## config.mk

```make
export PLATFORM = sky130hd
export DESIGN_NAME = acc_cpu
export DESIGN_NICKNAME = d
export VERILOG_FILES = /design/src/rtl/acc_cpu_pkg.sv /design/src/rtl/acc_cpu_seq.sv /design/src/rtl/acc_cpu_regs.sv /design/src/rtl/acc_cpu_alu.sv /design/src/rtl/acc_cpu.sv
export SDC_FILE = /design/constraint.sdc
export NUM_CORES = 1
export LEC_CHECK = 0
export BUFFER_PORTS_ARGS = -buffer_cell sky130_fd_sc_hd__clkbuf_2
export CORE_MARGIN = 2
export CORE_UTILIZATION = 30
export DETAILED_ROUTE_END_ITERATION = 7
export PLACE_DENSITY = 0.53
export SETUP_SLACK_MARGIN = 0.4
export SYNTH_ARGS = -nofsm -noshare
export SYNTH_HDL_FRONTEND = slang
export SYNTH_SLANG_ARGS = --single-unit
```

## constraint.sdc

```tcl
create_clock -name clk -period 3.1 [get_ports clk]
set_input_delay 0.465 -clock clk [delete_from_list [all_inputs] [get_ports clk]]
set_output_delay 0.465 -clock clk [all_outputs]
set_load 0.05 [all_outputs]
```

## src/rtl/acc_cpu_pkg.sv

```systemverilog
package acc_cpu_pkg;

   localparam int OPC_W  = 4;
   localparam int RSEL_W = 3;
   localparam int FLG_W  = 3;
   localparam int FLG_Z  = 0;
   localparam int FLG_C  = 1;
   localparam int FLG_N  = 2;

   typedef enum logic [OPC_W-1:0] {
      OP_NOP = 4'd0,
      OP_LDI = 4'd1,
      OP_LDM = 4'd2,
      OP_ADD = 4'd3,
      OP_SUB = 4'd4,
      OP_AND = 4'd5,
      OP_XOR = 4'd6,
      OP_STO = 4'd7
   } opc_e;

   typedef enum logic [2:0] {
      ST_FETCH  = 3'd0,
      ST_INCPC  = 3'd1,
      ST_DECODE = 3'd2,
      ST_ADDR   = 3'd3,
      ST_READ   = 3'd4,
      ST_EXEC   = 3'd5,
      ST_WB     = 3'd6
   } step_e;

   function automatic logic is_alu(input opc_e op);
      return (op == OP_ADD) || (op == OP_SUB) || (op == OP_AND) || (op == OP_XOR);
   endfunction

   function automatic opc_e norm_opc(input logic [OPC_W-1:0] raw);
      return (raw > 4'd7) ? OP_NOP : opc_e'(raw);
   endfunction

endpackage

```

## src/rtl/acc_cpu_seq.sv

```systemverilog
module acc_cpu_seq
   import acc_cpu_pkg::*;
(
   input  logic  clk,
   input  logic  rst,
   output step_e st
);

   step_e st_nx;

   always_comb begin
      case (st)
         ST_FETCH:  st_nx = ST_INCPC;
         ST_INCPC:  st_nx = ST_DECODE;
         ST_DECODE: st_nx = ST_ADDR;
         ST_ADDR:   st_nx = ST_READ;
         ST_READ:   st_nx = ST_EXEC;
         ST_EXEC:   st_nx = ST_WB;
         default:   st_nx = ST_FETCH;
      endcase
   end

   always_ff @(posedge clk) begin
      if (rst) st <= ST_FETCH;
      else     st <= st_nx;
   end

endmodule

```

## src/rtl/acc_cpu_regs.sv

```systemverilog
module acc_cpu_regs
   import acc_cpu_pkg::*;
#(
   parameter int DATA_W  = 8,
   parameter int REG_CNT = 5
) (
   input  logic              clk,
   input  logic              rst,
   input  logic              wr_en,
   input  logic [RSEL_W-1:0] wr_sel,
   input  logic [DATA_W-1:0] wr_data,
   input  logic [RSEL_W-1:0] rd_sel,
   output logic [DATA_W-1:0] rd_data,
   output logic [DATA_W-1:0] acc
);

   logic [DATA_W-1:0] rq [REG_CNT];

   for (genvar gi = 0; gi < REG_CNT; gi++) begin : g_reg
      always_ff @(posedge clk) begin
         if (rst)
            rq[gi] <= '0;
         else if (wr_en && (wr_sel == RSEL_W'(gi)))
            rq[gi] <= wr_data;
      end
   end

   always_comb begin
      rd_data = '0;
      for (int i = 0; i < REG_CNT; i++)
         if (rd_sel == RSEL_W'(i)) rd_data = rq[i];
   end

   assign acc = rq[0];

endmodule

```

## src/rtl/acc_cpu_alu.sv

```systemverilog
module acc_cpu_alu
   import acc_cpu_pkg::*;
#(
   parameter int DATA_W = 8
) (
   input  opc_e              op,
   input  logic [DATA_W-1:0] a,
   input  logic [DATA_W-1:0] b,
   output logic [DATA_W-1:0] res,
   output logic [FLG_W-1:0]  flg
);

   logic [DATA_W:0] wide;

   always_comb begin
      case (op)
         OP_ADD:  wide = {1'b0, a} + {1'b0, b};
         OP_SUB:  wide = {1'b0, a} - {1'b0, b};
         OP_AND:  wide = {1'b0, a & b};
         OP_XOR:  wide = {1'b0, a ^ b};
         default: wide = {1'b0, a};
      endcase
      res        = wide[DATA_W-1:0];
      flg[FLG_Z] = (res == '0);
      flg[FLG_C] = wide[DATA_W];
      flg[FLG_N] = res[DATA_W-1];
   end

endmodule

```

## src/rtl/acc_cpu.sv

```systemverilog
module acc_cpu
   import acc_cpu_pkg::*;
#(
   parameter int DATA_W   = 8,
   parameter int PC_W     = 8,
   parameter int IMM_W    = 6,
   parameter int REG_CNT  = 5,
   parameter int RESET_PC = 100
) (
   input  logic                              clk,
   input  logic                              rst,
   output logic [PC_W-1:0]                   pmem_addr,
   input  logic [OPC_W+2*RSEL_W+IMM_W-1:0]   pmem_rdata,
   output logic [IMM_W-1:0]                  dmem_addr,
   output logic [DATA_W-1:0]                 dmem_wdata,
   output logic                              dmem_we,
   input  logic [DATA_W-1:0]                 dmem_rdata,
   output logic [PC_W-1:0]                   dbg_pc,
   output logic [OPC_W+2*RSEL_W+IMM_W-1:0]   dbg_ir,
   output logic [DATA_W-1:0]                 dbg_acc,
   output logic [FLG_W-1:0]                  dbg_flags
);

   localparam int INSTR_W = OPC_W + 2*RSEL_W + IMM_W;
   localparam int SRC_LSB = IMM_W;
   localparam int DST_LSB = IMM_W + RSEL_W;
   localparam int OPC_LSB = IMM_W + 2*RSEL_W;

   if (DATA_W <= IMM_W) begin : g_bad_width
      $error("acc_cpu: DATA_W must exceed IMM_W");
   end
   if ((REG_CNT < 1) || (REG_CNT > (1 << RSEL_W))) begin : g_bad_regs
      $error("acc_cpu: REG_CNT out of range");
   end
   if (RESET_PC >= (1 << PC_W)) begin : g_bad_pc
      $error("acc_cpu: RESET_PC does not fit PC_W");
   end

   step_e               st;
   logic [PC_W-1:0]     pc_q;
   logic [INSTR_W-1:0]  ir_q;
   opc_e                opc_q;
   logic [IMM_W-1:0]    maddr_q;
   logic [DATA_W-1:0]   opnd_q;
   logic [DATA_W-1:0]   res_q;
   logic [FLG_W-1:0]    aflg_q;
   logic [FLG_W-1:0]    flags_q;

   logic [RSEL_W-1:0]   dst_sel;
   logic [RSEL_W-1:0]   src_sel;
   logic [IMM_W-1:0]    imm;
   logic [DATA_W-1:0]   imm_ext;
   logic [DATA_W-1:0]   rd_data;
   logic [DATA_W-1:0]   acc;
   logic [DATA_W-1:0]   alu_res;
   logic [FLG_W-1:0]    alu_flg;
   logic                rf_we;
   logic [RSEL_W-1:0]   rf_sel;

   assign dst_sel = ir_q[DST_LSB +: RSEL_W];
   assign src_sel = ir_q[SRC_LSB +: RSEL_W];
   assign imm     = ir_q[IMM_W-1:0];
   assign imm_ext = {{(DATA_W-IMM_W){1'b0}}, imm};

   acc_cpu_seq u_seq (
      .clk (clk),
      .rst (rst),
      .st  (st)
   );

   acc_cpu_regs #(
      .DATA_W  (DATA_W),
      .REG_CNT (REG_CNT)
   ) u_regs (
      .clk     (clk),
      .rst     (rst),
      .wr_en   (rf_we),
      .wr_sel  (rf_sel),
      .wr_data (res_q),
      .rd_sel  (src_sel),
      .rd_data (rd_data),
      .acc     (acc)
   );

   acc_cpu_alu #(
      .DATA_W (DATA_W)
   ) u_alu (
      .op  (opc_q),
      .a   (acc),
      .b   (opnd_q),
      .res (alu_res),
      .flg (alu_flg)
   );

   // write-back: ALU results go to A, loads to the named register
   always_comb begin
      rf_we  = (st == ST_WB) &&
               ((opc_q == OP_LDI) || (opc_q == OP_LDM) || is_alu(opc_q));
      rf_sel = is_alu(opc_q) ? '0 : dst_sel;
   end

   always_ff @(posedge clk) begin
      if (rst) begin
         pc_q    <= PC_W'(RESET_PC);
         ir_q    <= '0;
         opc_q   <= OP_NOP;
         maddr_q <= '0;
         opnd_q  <= '0;
         res_q   <= '0;
         aflg_q  <= '0;
         flags_q <= '0;
      end else begin
         case (st)
            ST_FETCH:  ir_q    <= pmem_rdata;
            ST_INCPC:  pc_q    <= pc_q + 1'b1;
            ST_DECODE: opc_q   <= norm_opc(ir_q[OPC_LSB +: OPC_W]);
            ST_ADDR:   maddr_q <= imm;
            ST_READ: begin
               case (opc_q)
                  OP_LDI:  opnd_q <= imm_ext;
                  OP_LDM:  opnd_q <= dmem_rdata;
                  default: opnd_q <= rd_data;
               endcase
            end
            ST_EXEC: begin
               if (is_alu(opc_q)) begin
                  res_q  <= alu_res;
                  aflg_q <= alu_flg;
               end else begin
                  res_q  <= opnd_q;
               end
            end
            ST_WB: begin
               if (is_alu(opc_q)) flags_q <= aflg_q;
            end
            default: ;
         endcase
      end
   end

   assign pmem_addr  = pc_q;
   assign dmem_addr  = maddr_q;
   assign dmem_wdata = opnd_q;
   assign dmem_we    = (st == ST_WB) && (opc_q == OP_STO);

   assign dbg_pc    = pc_q;
   assign dbg_ir    = ir_q;
   assign dbg_acc   = acc;
   assign dbg_flags = flags_q;

endmodule

```

# == Word level (Yosys, flattened, before mapping) ==
# Memories as Yosys holds them, arrays and structs flattened.
# Cells that the tools add are included.
# word_totals
reg_bits,59
ramBits,40
latch_bits,0
word_cells,93
n_memories,1
rom_bits,0
out_inout_bits,58
# mem_list
name,words,width,rd,rd_clocked_by_memory_dff,write_ports,line,rtl
u_regs.rq,5,8,5,0,5,acc_cpu_regs.sv:17,logic [DATA_W-1:0] rq [REG_CNT];
# op_classes
eq_ne,21
div,0
multipliers,0
n_mux,33
shift,0
n_lt_le_gt_ge,1
bitwise_logic,7
n_reduce_logical,18
add_sub_neg,3
# ops
operator,n
$mux W8,11
$pmux W9 S4,1
$eq A3 B2 Y1 const B,6
$pmux W3 S6,1
$mux W1,17
$eq A4 B3 Y1 const B,4
$pmux W8 S2,1
$eq A3 B3 Y1 const B,5
$add A8 B8 Y9,1
$eq A3 B1 Y1 const B,3
$logic_not A3 Y1,3
$sub A8 B8 Y9,1
$add A8 B1 Y8 const B,1
$and A8 B8 Y8,1
$eq A4 B2 Y1 const B,2
$logic_not A8 Y1,1
$xor A8 B8 Y8,1
$logic_and A1 B1 Y1,7
$logic_or A1 B1 Y1,5
$or A1 B1 Y1,5
$eq A4 B1 Y1 const B,1
$gt A4 B3 Y1 const B,1
$mux W4,1
$reduce_and A2 Y1,2
$mux W3,1

# == Longest topological paths before layout ==
# Gate-level depths: netlist of the first run.
# depth
ltp_word,11
ltp_mapped,13

# == Modules after synthesis ==
# A second synthesis of the first run with hierarchy kept.
# hier_totals
hier_cells,578
area_unflattened_um2,5641.7
# modules_own_cells
mod,n_inst,area_per_inst_um2,cells_each
acc_cpu,1,2638.8,300
acc_cpu_regs,1,1970.6,145
acc_cpu_alu,1,925.9,123
acc_cpu_seq,1,106.4,10

# == Worst setup path before layout of the first run ==
# No wires, ideal clock.
# synth_timing
path_kind,reg-to-reg
start,"register opnd_q[0], in the netlist dmem_wdata[0]"
end,register aflg_q[2]
required_time_ns,2.978
arrival_ns,2.729
path_buffers,0
setup_slack_ns,0.249
setup_time_ns,0.122
synth_period_minus_slack_ns,2.851
path_stages_with_launch,12
path_cell_list,dfxtp_1 -> inv_1 -> ha_1 -> nand3b_1 -> nand2_1 -> xor2_1 -> ha_1 -> a2111o_1 -> o22ai_1 -> xor2_1 -> o22ai_1 -> o311a_1
# synth_between
elab_chain_cells,2
elab_cells_between_ends,3
# synth_lines
item,line,rtl
"start, declared",acc_cpu.sv:44,logic [DATA_W-1:0] opnd_q;
"start signal, assigned",acc_cpu.sv:120,OP_LDI: opnd_q <= imm_ext;
"start signal, assigned",acc_cpu.sv:121,OP_LDM: opnd_q <= dmem_rdata;
"start signal, assigned",acc_cpu.sv:122,default: opnd_q <= rd_data;
$sub A8 B8 Y9 / $add A8 B8 Y9 (equally long branches),"acc_cpu_alu.sv:18, acc_cpu_alu.sv:17",
$pmux W9 S4 *,acc_cpu_alu.sv:16,case (op)
"end signal, assigned",acc_cpu.sv:128,aflg_q <= alu_flg;
"end, declared",acc_cpu.sv:46,logic [FLG_W-1:0] aflg_q;
# Mark *: on every way between the ends. The rest lies on a longest branch, timed or not.
# A chain may end at the register's enable or synchronous reset.

# == Worst setup path in the final report of the first run ==
# layout_timing
start,register opc_q[3]
end,register aflg_q[0]
# layout_between
elab_chain_cells,5
elab_cells_between_ends,10
# layout_lines
item,line,rtl
"start, declared",acc_cpu.sv:42,opc_e opc_q;
"start signal, assigned",acc_cpu.sv:116,ST_DECODE: opc_q <= norm_opc(ir_q[OPC_LSB +: OPC_W]);
"parallel branches: the longest is 5 deep, another holds $pmux W9 S4",-,
# Parallel ways; which one is timed is not known.

==> key figures, run 1 <==
Outcome
  – Status: complete, no violations

STA
  – F_max: approximately 370 MHz
  – Final Max Tran Viols: 0
  – Fin crit period: between 2000 and 3000 ps
  – Worst Skew: 8.55 ps
  – Least-Margin Pin Slew: 992 ps
  – Max_slew headroom: 33.5%
  – Final hold violation count: 0
  – Final period util: ~87%
  – Final setup viols: 0
  – Unrepaired setup endpoints after global routing: yes
  – Min Hold Slack: approximately 330 ps
  – Final Worst Setup Slack: roughly 400 ps
  – Setup_tns: 0 ps

Layout
  – Share of layout cells above drive strength 1: between 20 and 30%
  – Antenna diodes: 0
  – Area Growth Syn to Fin: 20.8%
  – Final #Nets: roughly 650

Power
  – Clock power share: roughly 36%
  – PD cells: between 400 and 500 nW/um^2
  – Cell Int Power: approximately 2.2 mW
  – Sw Ratio: around 30%
  – Combinational group share of total power: about 17%
  – Lkg Pwr: between 2 and 2.5 nW
  – Worst vdd ir: roughly 0.27 mV
  – Reg power frac: a little under half
  – NetSw: about 0.92 mW
  – Total power: slightly above 3 mW

Clock tree
  – Max clock buf depth: 2
  – Htree depth: 3
  – TritonCTS clock tree: done
  – Hold_buf cts: 0
  – Worst-path clk slew: 70 ps
  – CTS Buf Count: 9
  – Worst-skew pair later-pin latency: between 300 and 400 ps
  – CTS Sinks: 99
  – Root Driver: clkbuf_16

Logic synthesis
  – EDFF count, synth: 40
  – Synthesized net count: between 500 and 600
  – Syn_area_per_cell: 9.81 um^2
  – Distinct cells, synth: 64
  – Yosys warns: 0
  – Top_reg_cell synth: dfxtp_1
  – Largest area contributor in the synthesized netlist: edfxtp_1
  – Fraction of registers with async set/reset: 0%
  – Post-synthesis sequential area ratio: between 40% and 50%
  – Synth top area cells: edfxtp_1, dfxtp_1, nand2_1
  – Synth Instances: between 500 and 600
  – Synthesized area: around 5000 um^2
  – Synthesis-stage register bit count: 99
  – Area fraction of the dominant cell type after synthesis: approximately a quarter

Floorplanning
  – Initial core utilization: 30.9%
  – Total core area: about 17000 um^2
  – Die H: ~130 um
  – DIE AREA: approximately 18000 um^2
  – Rows: 47
  – Die X: about 130 um
  – Ports: 84

Critical path
  – Worst path max stage delay: around 400 ps
  – WP data arrival: about 3000 ps
  – Critical path launch point type: flop
  – Critical Path RT: between 3000 and 4000 ps
  – Buf+Inv Stages, Crit Path: 0
  – Crit path max fanout: 5
  – Crit path launch: opc_q[3]
  – Slowest-stage cell, CP: or3_4
  – Critical R2R Launch: opc_q[3]
  – Top delay family on crit path: compound AO/OA/AOI/OAI gates
  – Crit Path Category: flop to flop
  – Ordered cell list for the critical path: nand2b_4, or3_4, nor2_4, a21oi_4, fa_2, a211oi_2, o21bai_1, a21oi_2, xnor2_2, a211o_1, o31ai_2
  – CP endpoint kind: flop

Drt
  – Post-DR vias/cell: ~5
  – Post-Route WL: 14.0 mm
  – Post-DRT Antenna Nets: 0
  – Remaining DRCs: 0
  – Detailed Route Iter0 Violations: between 200 and 250
  – Routed via count: 4119
  – Drt first pass iters: 6
  – WL per Instance: about 17 um

Global route
  – GRT Resource Usage Total: roughly 16%
  – Vias in the first global route: 4061
  – Wire length of the first global-routing pass: about 22 mm
  – GR Overflow Total: 0
  – Number of antenna violations at the first check in global routing: 0
  – Largest net degree at the start of global routing: 31

Placed design
  – Port buffer count: 83
  – Gp weighted congestion: roughly 0.85
  – DP Worst Slack: roughly 340 ps
  – Placed wire-length estimate: 10.6 mm

Hold path
  – HP Start: pmem_rdata[11]
  – Worst min path class: input port to flop

Job
  – Max-cap viol count: 0
==> worst register-to-register path: cells and delay by family (launching register included) <==
| kind | cells | cell delay (ps) |
|---|---|---|
| AOI/OAI and AO/OA | 6 | 1100 |
| xor gates and xnor gates | 1 | 100 |
| adders and majority gates | 1 | 370 |
| DFF | 1 | 360 |
| and+or+nand+nor | 3 | 670 |
==> synthesized netlist by cell type, types with 3 or more instances <==
cell and count:
and3_1 3, xor2_1 8, xnor2_1 9, nand3_1 6
mux2i_1 7, dfxtp_1 59, nor3_1 10, mux4_2 8
ha_1 18, o22ai_1 3, nand2b_1 5, buf_4 9
clkbuf_1 17, nand2_1 70, a211oi_1 8, a22oi_1 15
edfxtp_1 40, a311oi_1 6, o31ai_1 3, a21oi_1 35
o21ai_0 19, nor2b_1 3, nor2_1 42, buf_2 7
nand3b_1 6, and2_1 41, inv_1 16
==> power groups by stage <==
stage | clock network, mW | registers [mW] | logic [mW]
after CTS | 1.13 | 1.47 | 0.503
after global routing | 1.17 | 1.47 | 0.572
after detailed placement | 0 | 1.50 | 0.494
final | 1.10 | 1.46 | 0.524
after global placement | 0 | 1.50 | 0.491
after floorplan | 0 | 1.56 | 0.300
==> stage by stage <==
stage | cells | area, um^2 | util [%]
detailed placement | 806 | 5790 | 34.8
CTS | 823 | 6090 | 36.6
global placement | 806 | 5790 | 34.8
floorplan | 524 | 5170 | -
finish | 826 | 6210 | 37.3
global route | 826 | 6210 | 37.3
==> area by class of cell <==
cell class | count | area (um^2)
multi-input combinational | 375 | 2640
fill | 1696 | 10400
clock inverter | 6 | 48.8
sequential | 99 | 2400
timing repair buffer | 100 | 543
tap | 220 | 275
clock buffer | 10 | 239
inverter | 16 | 60.1
==> worst paths after layout <==
check,to,cells past startpoint,slack (ps)
setup / recovery,aflg_q[0],11,410
setup reg to reg,aflg_q[0],11,410
hold / removal,dbg_ir[11],3,330
hold reg to reg,dbg_ir[12],2,480
==> repair_timing <==
action | in CTS | in global routing
pin swaps | 3 | 15
setup endpoints to repair | 5 | 7
gates resized for setup | 2 | 21
buffers inserted | 1 | 3
gates cloned | 0 | 0
==> registers in the layout (all words and copies together), names as in the netlist <==
signal and count:
u_seq.st 3, dbg_ir 16, u_regs.rq 40, opc_q 4, dbg_flags 3, dmem_wdata 8
aflg_q 3, dbg_pc 8, res_q 8, dmem_addr 6
==> cells in the final DEF, fill, tap and decap left out, drive strengths merged, types with 12 or more instances in the layout <==
cell	instances
a21oi	35
clkbuf	93
nand2	70
edfxtp	40
nor2	44
dfxtp	59
a22oi	15
buf	17
and2	41
o21ai	20
nor3	12
inv	18
ha	18
==> cells by family after synthesis <==
family / Yosys count / share of synthesized area (%)
muxes: 16 / 5.09
and+or+nand+nor: 210 / 21.6
DFF: 99 / 46.4
xor gates and xnor gates: 17 / 2.90
adders and majority gates: 19 / 4.77
buffers and inverters: 50 / 4.63
AOI/OAI and AO/OA: 113 / 14.7
==> per-layer routing <==
layer  global-route usage [%]  up-vias  part of all wire (%)
met5                        0        -                     0
met3                     2.89        6                   4.0
met4                     3.68        0                  0.90
met1                     20.1     1994                    45
met2                     27.4       97                    50
li1                         -     2022                     -
No activity file was read; power rests on OpenSTA's default activity.
==> run 2: changes to the inputs <==
--- a/config.mk
+++ b/config.mk
@@ -8,8 +8,10 @@
 export BUFFER_PORTS_ARGS = -buffer_cell sky130_fd_sc_hd__clkbuf_2
 export CORE_MARGIN = 2
 export CORE_UTILIZATION = 30
+export CTS_CLUSTER_SIZE = 10
 export DETAILED_ROUTE_END_ITERATION = 7
-export PLACE_DENSITY = 0.53
+export PLACE_DENSITY = 0.54
+export REMOVE_ABC_BUFFERS = 1
 export SETUP_SLACK_MARGIN = 0.4
 export SYNTH_ARGS = -nofsm -noshare
 export SYNTH_HDL_FRONTEND = slang
==> constraint.sdc (replaced) <==
create_clock -name clk -period 2.25 [get_ports clk]
set_input_delay 0.3375 -clock clk [delete_from_list [all_inputs] [get_ports clk]]
set_output_delay 0.3375 -clock clk [all_outputs]
set_load 0.05 [all_outputs]
==> run 2 against run 1 <==
Compared with the run above: the run now ends with negative setup slack left; hold slack got worse by 130 ps; via count rose by 4.2%; clock power rose by 44%; clock skew fell by 0.94 ps; count of clock-buffer cells in the layout rose by 1; flip-flop and latch count did not move; maximum frequency fell by 1.0%; utilization rose by 3.7 points; global-route usage rose by 0.70 points; sequential power rose by 38%; critical path depth did not move.
==> key figures, run 2 (synthesis results as in run 1) <==
Critical path
  – Critical path launch point type: flop (unchanged)
  – Crit Path Category: flop to flop (unchanged)
  – Slowest-stage cell, CP: fa_2 (was or3_4)
  – Critical Path RT: 2520 ps (was 3370 ps)
  – Crit path max fanout: 4 (was 5)
  – Crit path launch: opc_q[3] (unchanged)
  – Ordered cell list for the critical path: nand2b_4, or3_4, nor2_1, a21oi_2, fa_2, buf_4, xnor2_1, a22oi_2, nor4_1, nand3_1, o31ai_2 (was nand2b_4, or3_4, nor2_4, a21oi_4, fa_2, a211oi_2, o21bai_1, a21oi_2, xnor2_2, a211o_1, o31ai_2)
  – Top delay family on crit path: simple AND/OR/NAND/NOR gates (was compound AO/OA/AOI/OAI gates)
  – Worst path max stage delay: 380 ps (was 390 ps)
  – Critical R2R Launch: opc_q[3] (unchanged)
  – Buf+Inv Stages, Crit Path: 1 (was 0)
  – CP endpoint kind: flop (unchanged)
  – WP data arrival: 2990 ps (was 2960 ps)

Clock tree
  – Worst-skew pair later-pin latency: 350 ps (about the same)
  – Worst-path clk slew: 70 ps (about the same)
  – TritonCTS clock tree: done (unchanged)
  – Htree depth: 3 (unchanged)
  – Max clock buf depth: 2 (unchanged)
  – CTS Sinks: 99 (unchanged)
  – Hold_buf cts: 0 (unchanged)
  – CTS Buf Count: 9 (unchanged)
  – Root Driver: clkbuf_16 (unchanged)

Layout
  – Most common cell after layout, fill and taps aside: clkbuf_2 (unchanged)
  – Top reg by flops: u_regs.rq (unchanged)
  – Area Growth Syn to Fin: 32.7% (was 20.8%)
  – Most frequent cells in the layout: clkbuf_2, buf_4, nand2_1 (was clkbuf_2, nand2_1, dfxtp_1)
  – Antenna diodes: 0 (unchanged)
  – Share of layout cells above drive strength 1: 41.2% (was 27.6%)
  – Final Util: 41.0% (was 37.3%)
  – Final #Nets: 705 (was 646)
  – Largest register FFs: 40 (unchanged)

Global route
  – Number of antenna violations at the first check in global routing: 0 (unchanged)
  – Wire length of the first global-routing pass: 23.0 mm (was 22.0 mm)
  – GR Overflow Total: 0 (unchanged)
  – Largest net degree at the start of global routing: 21 (was 31)
  – Vias in the first global route: 4278 (was 4061)
  – GRT Resource Usage Total: 16.4% (was 15.7%)

Floorplanning
  – Initial core utilization: 30.9% (unchanged)
  – Die H: 135 um (unchanged)
  – DIE AREA: 18200 um^2 (unchanged)
  – Die X: 135 um (unchanged)
  – Ports: 84 (unchanged)
  – Total core area: 16600 um^2 (unchanged)
  – Rows: 47 (unchanged)

Outcome
  – Violated checks: negative setup slack
  – Status: finished, violations left (was complete, no violations)

Drt
  – Remaining DRCs: 0 (unchanged)
  – Routed via count: 4290 (was 4119)
  – Post-DRT Antenna Nets: 0 (unchanged)
  – Detailed Route Iter0 Violations: 178 (was 245)
  – Drt first pass iters: 4 (was 6)
  – WL per Instance: 16.5 um (was 16.9 um)
  – Post-Route WL: 14.6 mm (was 14.0 mm)
  – Post-DR vias/cell: 4.85 (was 4.99)

STA
  – Fin crit period: 2720 ps (was 2690 ps)
  – Unrepaired setup endpoints after global routing: yes (unchanged)
  – F_max: 367 MHz (was 371 MHz)
  – Min Hold Slack: 203 ps (was 329 ps)
  – Least-Margin Pin Slew: 578 ps (was 992 ps)
  – Final period util: 121% (was 86.9%)
  – Worst Skew: 7.61 ps (was 8.55 ps)
  – Final Worst Setup Slack: -472 ps (was 407 ps)
  – Final hold violation count: 0 (unchanged)
  – Final setup viols: 9 (was 0)
  – Final Max Tran Viols: 0 (unchanged)
  – Max_slew headroom: 61.5% (was 33.5%)

Placed design
  – Placed wire-length estimate: 11.4 mm (was 10.6 mm)
  – Gp weighted congestion: 0.862 (was 0.855)
  – Port buffer count: 83 (unchanged)

Hold path
  – HP Start: pmem_rdata[9] (was pmem_rdata[11])
  – Worst min path class: input port to flop (unchanged)

Power
  – PD cells: 647 nW/um^2 (was 498 nW/um^2)
  – Worst vdd ir: 0.412 mV (was 0.275 mV)
  – Lkg Pwr: 2.80 nW (was 2.45 nW)

Job
  – Max-cap viol count: 0 (unchanged)
run 2: final cells by class:
| cell class | instances | area (um^2) |
|---|---|---|
| multi-input combinational | 375 | 2770 |
| clock buffer | 11 | 253 |
| clock inverter | 5 | 51.3 |
| sequential | 99 | 2390 |
| timing repair buffer | 159 | 1020 |
| fill | 1647 | 9830 |
| inverter | 16 | 60.1 |
| tap | 220 | 275 |
run 2: worst paths after layout:
kind,endpoint,slack [ps],cells after the start
worst max-delay path,aflg_q[0],-470,11
worst min-delay path,dbg_ir[9],200,3
worst max register to register,aflg_q[0],-470,11
worst min register to register,aflg_q[1],460,2
run 2: power breakdown:
group,leakage (nW),switching [mW],internal [mW],total [mW]
clock,0.149,0.661,0.915,1.58
sequential,0.896,0.0780,1.93,2.01
combinational,1.76,0.501,0.326,0.827
run 2: what timing repair did:
action | CTS | global route
cloned | 0 | 0
resized for setup | 28 | 67
pin swaps | 11 | 22
buffers inserted | 3 | 6
endpoints found under the setup margin | 78 | 78
run 2: layer usage:
metal	share of wire [%]	routed length [um]	global-route usage, %
met3	3.7	538	2.70
met4	1.7	241	5.56
met1	46	6730	21.9
met2	48	7070	26.9
met5	0	0	0
run 2: through the flow:
stage | power (mW) | setup TNS (ps) | setup slack, ps | instance area (um^2) | cells
2_1_floorplan | 2.53 | -7620 | -635 | 4960 | 490
3_3_place_gp | 2.81 | -3440 | -495 | 6160 | 860
3_5_place_dp | 2.82 | -3700 | -533 | 6160 | 860
4_1_cts | 4.43 | -2470 | -421 | 6570 | 879
5_1_grt | 4.61 | -3750 | -575 | 6820 | 885
6_report | 4.41 | -2590 | -472 | 6820 | 885
run 2: worst reg2reg max path, stage by stage (launching register included):
cell and delay [ps]:
dfxtp_2 330, nand2b_4 140, or3_4 360, nor2_1 130
a21oi_2 70, fa_2 380, buf_4 150, xnor2_1 200
a22oi_2 120, nor4_1 360, nand3_1 180, o31ai_2 230
